--- src/rtl/sp_capture_pkg.sv ---
package sp_capture_pkg;
    localparam int unsigned WORD_W = 8;
endpackage

--- src/rtl/sp_shift_reg.sv ---
module sp_shift_reg #(
    parameter int unsigned W = 8
) (
    input  logic         clk,
    input  logic         rst_n,
    input  logic         bit_i,
    output logic [W-1:0] data_o
);
    typedef struct packed {
        logic [W-1:0] sr;
    } st_t;

    st_t st_d, st_q;

    always_comb begin
        st_d    = st_q;
        st_d.sr = {st_q.sr[W-2:0], bit_i};
    end

    always_ff @(posedge clk or negedge rst_n) begin
        if (!rst_n) st_q <= '0;
        else        st_q <= st_d;
    end

    assign data_o = st_q.sr;


    shift_step_chk: assert property (@(posedge clk) disable iff (!rst_n)
        $past(rst_n) |-> data_o[W-1:1] == $past(data_o[W-2:0]));
endmodule

--- src/rtl/sp_frame_ctr.sv ---
module sp_frame_ctr #(
    parameter int unsigned W = 8
) (
    input  logic clk,
    input  logic rst_n,
    output logic wrap_o
);
    localparam int unsigned CW = (W > 1) ? $clog2(W) : 1;
    localparam logic [CW-1:0] LAST = CW'(W - 1);

    typedef struct packed {
        logic [CW-1:0] cnt;
    } st_t;

    st_t st_d, st_q;

    always_comb begin
        st_d = st_q;
        if (st_q.cnt == LAST) st_d.cnt = '0;
        else                  st_d.cnt = st_q.cnt + 1'b1;
    end

    always_ff @(posedge clk or negedge rst_n) begin
        if (!rst_n) st_q <= '0;
        else        st_q <= st_d;
    end

    assign wrap_o = (st_q.cnt == LAST);


    ctr_step_chk: assert property (@(posedge clk) disable iff (!rst_n)
        $past(rst_n) && $past(st_q.cnt) != LAST |-> st_q.cnt == $past(st_q.cnt) + 1'b1);

    ctr_wrap_chk: assert property (@(posedge clk) disable iff (!rst_n)
        wrap_o |=> st_q.cnt == '0);
endmodule

--- src/rtl/sp_capture.sv ---
module sp_capture #(
    parameter int unsigned W = sp_capture_pkg::WORD_W
) (
    input  logic         clk,
    input  logic         rst_n,
    input  logic         ser_a_i,
    input  logic         ser_b_i,
    output logic [W-1:0] shift_o,
    output logic [W-1:0] word_o,
    output logic         word_valid_o
);
    typedef struct packed {
        logic [W-1:0] word;
        logic         vld;
    } st_t;

    st_t  st_d, st_q;
    logic ser_bit;
    logic wrap;

    assign ser_bit = ser_a_i & ser_b_i;

    sp_shift_reg #(.W(W)) u_sr (
        .clk(clk), .rst_n(rst_n), .bit_i(ser_bit), .data_o(shift_o)
    );

    sp_frame_ctr #(.W(W)) u_ctr (
        .clk(clk), .rst_n(rst_n), .wrap_o(wrap)
    );

    always_comb begin
        st_d     = st_q;
        st_d.vld = wrap;
        if (wrap) st_d.word = {shift_o[W-2:0], ser_bit};
    end

    always_ff @(posedge clk or negedge rst_n) begin
        if (!rst_n) st_q <= '0;
        else        st_q <= st_d;
    end

    assign word_o       = st_q.word;
    assign word_valid_o = st_q.vld;


    word_hold_chk: assert property (@(posedge clk) disable iff (!rst_n)
        !word_valid_o |-> $stable(word_o));

    word_match_chk: assert property (@(posedge clk) disable iff (!rst_n)
        word_valid_o |-> word_o == shift_o);

    vld_single_chk: assert property (@(posedge clk) disable iff (!rst_n)
        word_valid_o |=> !word_valid_o);

    gate_zero_chk: assert property (@(posedge clk) disable iff (!rst_n)
        !(ser_a_i && ser_b_i) |=> !shift_o[0]);
endmodule

--- config.mk ---
export PLATFORM = sky130hd
export DESIGN_NAME = sp_capture
export DESIGN_NICKNAME = d
export VERILOG_FILES = /design/src/rtl/sp_capture_pkg.sv /design/src/rtl/sp_shift_reg.sv /design/src/rtl/sp_frame_ctr.sv /design/src/rtl/sp_capture.sv
export SDC_FILE = /design/constraint.sdc
export NUM_CORES = 1
export LEC_CHECK = 0
export BUFFER_PORTS_ARGS = -buffer_cell sky130_fd_sc_hd__buf_2
export CAP_MARGIN = 20
export CORE_AREA = 2 2 47 49
export DETAILED_ROUTE_END_ITERATION = 12
export DIE_AREA = 0 0 49 51
export HOLD_SLACK_MARGIN = 0.12
export MAX_ROUTING_LAYER = met4
export PLACE_DENSITY_LB_ADDON = 0.3
export SYNTH_ARGS = -nofsm -noshare
export SYNTH_HDL_FRONTEND = slang
export SYNTH_HIERARCHICAL = 1
export SYNTH_SLANG_ARGS = --single-unit
--- constraint.sdc ---
create_clock -name clk -period 2.5 [get_ports clk]
set_input_delay 0.25 -clock clk [delete_from_list [all_inputs] [get_ports clk]]
set_output_delay 0.25 -clock clk [all_outputs]
set_load 0.01 [all_outputs]
After elaboration in Yosys (flattened, before gate mapping)
Index checks and enable logic that the tools add are counted.
- flip-flop bits (word level): 20
- bits in latches: 0
- RAM bits: 0
- ROM bits: 0
- input bits: 4
- output and inout port bits: 17
- word-level logic and storage cells: 8
- memories: 0
- $add $sub $neg: 1
- multipliers: 0
- divide/modulo/power cells: 0
- magnitude comparators: 0
- equal/unequal tests: 1
- shifts and indexed selects: 0
- mux-type cells: 1
- bitwise operators: 1
- reductions and logical operators: 0
- operators by type and width (kind ; count):
    $add 3x1->3 const B ; 1
    $eq 3x3->1 const B ; 1
    $mux 3 ; 1
    $and 1x1->1 ; 1

Logic depth before layout (Yosys ltp)
- word-level depth: 2
- gate-level depth with buffers: 4
- gate-level depth less buffers: 3

Cells and area by module
Netlist, hierarchy kept.
- by module, submodules not included (module ; instances ; cells each ; area an instance (um2)):
    sp_capture ; 1 ; 19 ; 362.8
    sp_shift_reg ; 1 ; 8 ; 200.2
    sp_frame_ctr ; 1 ; 6 ; 103.8

Worst setup path before layout
No wires, ideal clock.
- path kind: reg-to-reg
- start: register u_ctr/st_q[0] (netlist name)
- end: register st_q, in the netlist word_o[0]
- setup time: 0.125 ns
- data arrival time: 1.183 ns
- required time: 2.375 ns
- path slack: 1.192 ns
- cell stages (with the launch flop): 5
- path buffers: 1
- cell sequence: dfrtp_1 -> ha_1 -> ha_1 -> buf_6 -> mux2_4
- word-level cells in the longest chain between the ends: 1
- ends and longest elaborated chain (element ; RTL line ; source):
    start, declared ; sp_frame_ctr.sv:15 ; st_t st_d, st_q;
    start signal, assigned ; sp_frame_ctr.sv:25 ; else st_q <= st_d;
    $eq 3x3->1 ; sp_frame_ctr.sv:28 ; assign wrap_o = (st_q.cnt == LAST);
    named net wrap ; sp_capture.sv:19 ; logic wrap;
    end signal, assigned ; sp_capture.sv:39 ; else st_q <= st_d;
    end, declared ; sp_capture.sv:17 ; st_t st_d, st_q;
The timed path passes the listed nets, and every way through them passes these cells.
A chain may end at the register's enable or synchronous reset.

Worst setup path in the final report
- start: register u_ctr/st_q[0] (netlist name)
- end: register st_q, in the netlist word_o[6]
Same word-level chain as after synthesis.

==> metrics <==
crit path max fanout=10; ordered list of cells on the worst path=ha_1 -> ha_1 -> mux2_4; fin crit period=1.48 ns; synth-to-layout area growth=25.5%; largest family of logic cells by synthesized area=multiplexers; final slew viol count=0; TritonCTS buffer count=3; Worst path most repeated cell=ha_1; fin crit share=0.593; GP Congestion=0.590; core area=2060 um2; Syn Nets=39; P_sw=0.000115 W; global-route wire length before repair=1590 um; Crit Path Category=flip-flop to flip-flop; Clock power frac=0.315; fill count=203; most frequent cells in the layout=20 x buf_2, 20 x dfrtp_1, 8 x mux2_4; Compound-Gate Fraction of Synth Area=0; Switching Share=0.205; Total Nets Final=64; WP buf/inv=0; post-route insts no fill=85; CTS tree=yes; Vias=341; post-synthesis sequential area ratio=0.750; DRT Pass-1 Iters=1; number of library cell types mapped by synthesis=6; final hold vios=0; initial antenna violation count=0; dpl cells=80; gr usage total=0.0858; IO buf count=20; slowest cell on the critical path=ha_1; min-delay worst type=input pin to flip-flop; drt drc=0; Antenna Cells=0; Pwr Density=669 nW/um2; Chip Height=51 um; Total Wirelength=922 um; clock tree buffer depth=2; sequential share of power=0.616; vias in the first global route=348; CP top delay family=adder cells; Leakage=0.455 nW; Cell Area, Synth=667 um2; Clock Skew=0.000768 ns; DRT iter0 DRCs=0; initial core utilization=0.323; adder-cell area share of the yosys netlist=0.0375; post-DR wirelength/cell=10.8 um; Clock transition at path regs=0.10 ns; Layout Utilization=0.406; Remaining Overflow, GRT=0; critical path arrival=1.66 ns; outcome=complete, no violations; Seq cells post-synth=20; relative slew slack=0.623; Post-Synth XOR/XNOR Area=0; CP peak stage delay=0.51 ns; yosys warns=6; cell count after synthesis=33; actual slew at the worst max-slew pin=0.565 ns; cts repair resizes=0; internal power=0.000445 W; maximum clock rate=675 MHz; Peak VDD IR=306 uV; worst skew pair latency=0.28 ns; Die W=49 um; maximum capacitance violations=0; Worst Path Required=2.68 ns; row count=17; RSZ-0062 raised after global routing=false; root cell of the clock tree=clkbuf_4; vias per cell=4.01; CTS Sinks=20; die footprint=2500 um2; Worst Slack Setup Final=1.02 ns; CP Capture Type=flip-flop; Synth Area per Inst=20.2 um2; pre-CTS setup slack=1.01 ns; Total Neg Setup Slack=0 ns; multiplexer share of the synthesized area=0.180; Post-DRT Antenna Nets=0; Clock H-tree levels=1; pin count of the biggest net entering global routing=21; simple-gate share of the synthesized area=0.0150; I/O pin total=21; layout cells sized above 1=0.561; critical path launch point type=flip-flop; part of the power in combinational logic=0.070; Setup violations, final=0
synth_stat cells:
cell     instances  area (um2)
nor2_1           1        3.75
mux2_4           8         120
ha_1             2        25.0
and2_1           1        6.26
buf_6            1        11.3
dfrtp_1         20         500
cell families after synthesis:
logic type	Yosys count
muxes	8
DFF	20
buffers and inverters	1
adders and majority gates	2
and+or+nand+nor	2
sequential cells by signal, indices dropped and copies added (netlist names):
signal	count
word_o	8
u_ctr/st_q	3
u_sr/data_o	8
word_valid_o	1
through the flow:
stage | cell area, um2 | hold slack (ns) | total power (W)
3_5_place_dp | 791 | 0.213 | 0.000390
6_report | 837 | 0.204 | 0.000560
5_1_grt | 837 | 0.201 | 0.000591
4_1_cts | 837 | 0.203 | 0.000568
3_3_place_gp | 791 | 0.215 | 0.000390
2_1_floorplan | 667 | -0.0456 | 0.000367
area by class of cell:
| cell class | count | area [um2] | area share |
|---|---|---|---|
| clock buffer | 4 | 36.3 | 0.0433 |
| multi-input combinational | 12 | 155 | 0.185 |
| sequential | 20 | 500 | 0.598 |
| tap | 28 | 35.0 | 0.0419 |
| timing repair buffer | 21 | 110 | 0.132 |
final timing paths:
check	from	end	slack, ns	cells after the start
worst max-delay path	u_ctr/st_q[0]	word_o[6]	1.02	3
worst min-delay path	ser_b_i	u_sr/data_o[0]	0.20	2
worst max register to register	u_ctr/st_q[0]	word_o[6]	1.02	3
worst min register to register	u_sr/data_o[2]	u_sr/data_o[3]	0.41	0
max in group asynchronous	rst_n	u_sr/data_o[7]	1.80	2
min in group asynchronous	rst_n	word_o[0]	0.41	2
power groups by stage:
stage / sequential, W / clock, W / combinational, W
6_report: 0.000345 / 0.000176 / 0.0000391
2_1_floorplan: 0.000357 / 0 / 0.0000101
3_3_place_gp: 0.000351 / 0 / 0.0000390
5_1_grt: 0.000347 / 0.000201 / 0.0000431
3_5_place_dp: 0.000351 / 0 / 0.0000391
4_1_cts: 0.000345 / 0.000183 / 0.0000403
routing by layer:
metal	wire, um	share of wire	vias up	track usage
li1	-	-	156	-
met1	396	0.43	174	0.110
met2	471	0.51	11	0.128
met3	54	0.059	0	0.0205
met4	0	0	0	0.0429
met5	0	0	-	-
what timing repair did:
action,CTS,global route
hold buffers,1,0
hold endpoints to repair,20,0
setup buffers,0,0
(Power assumes the default switching activity.)
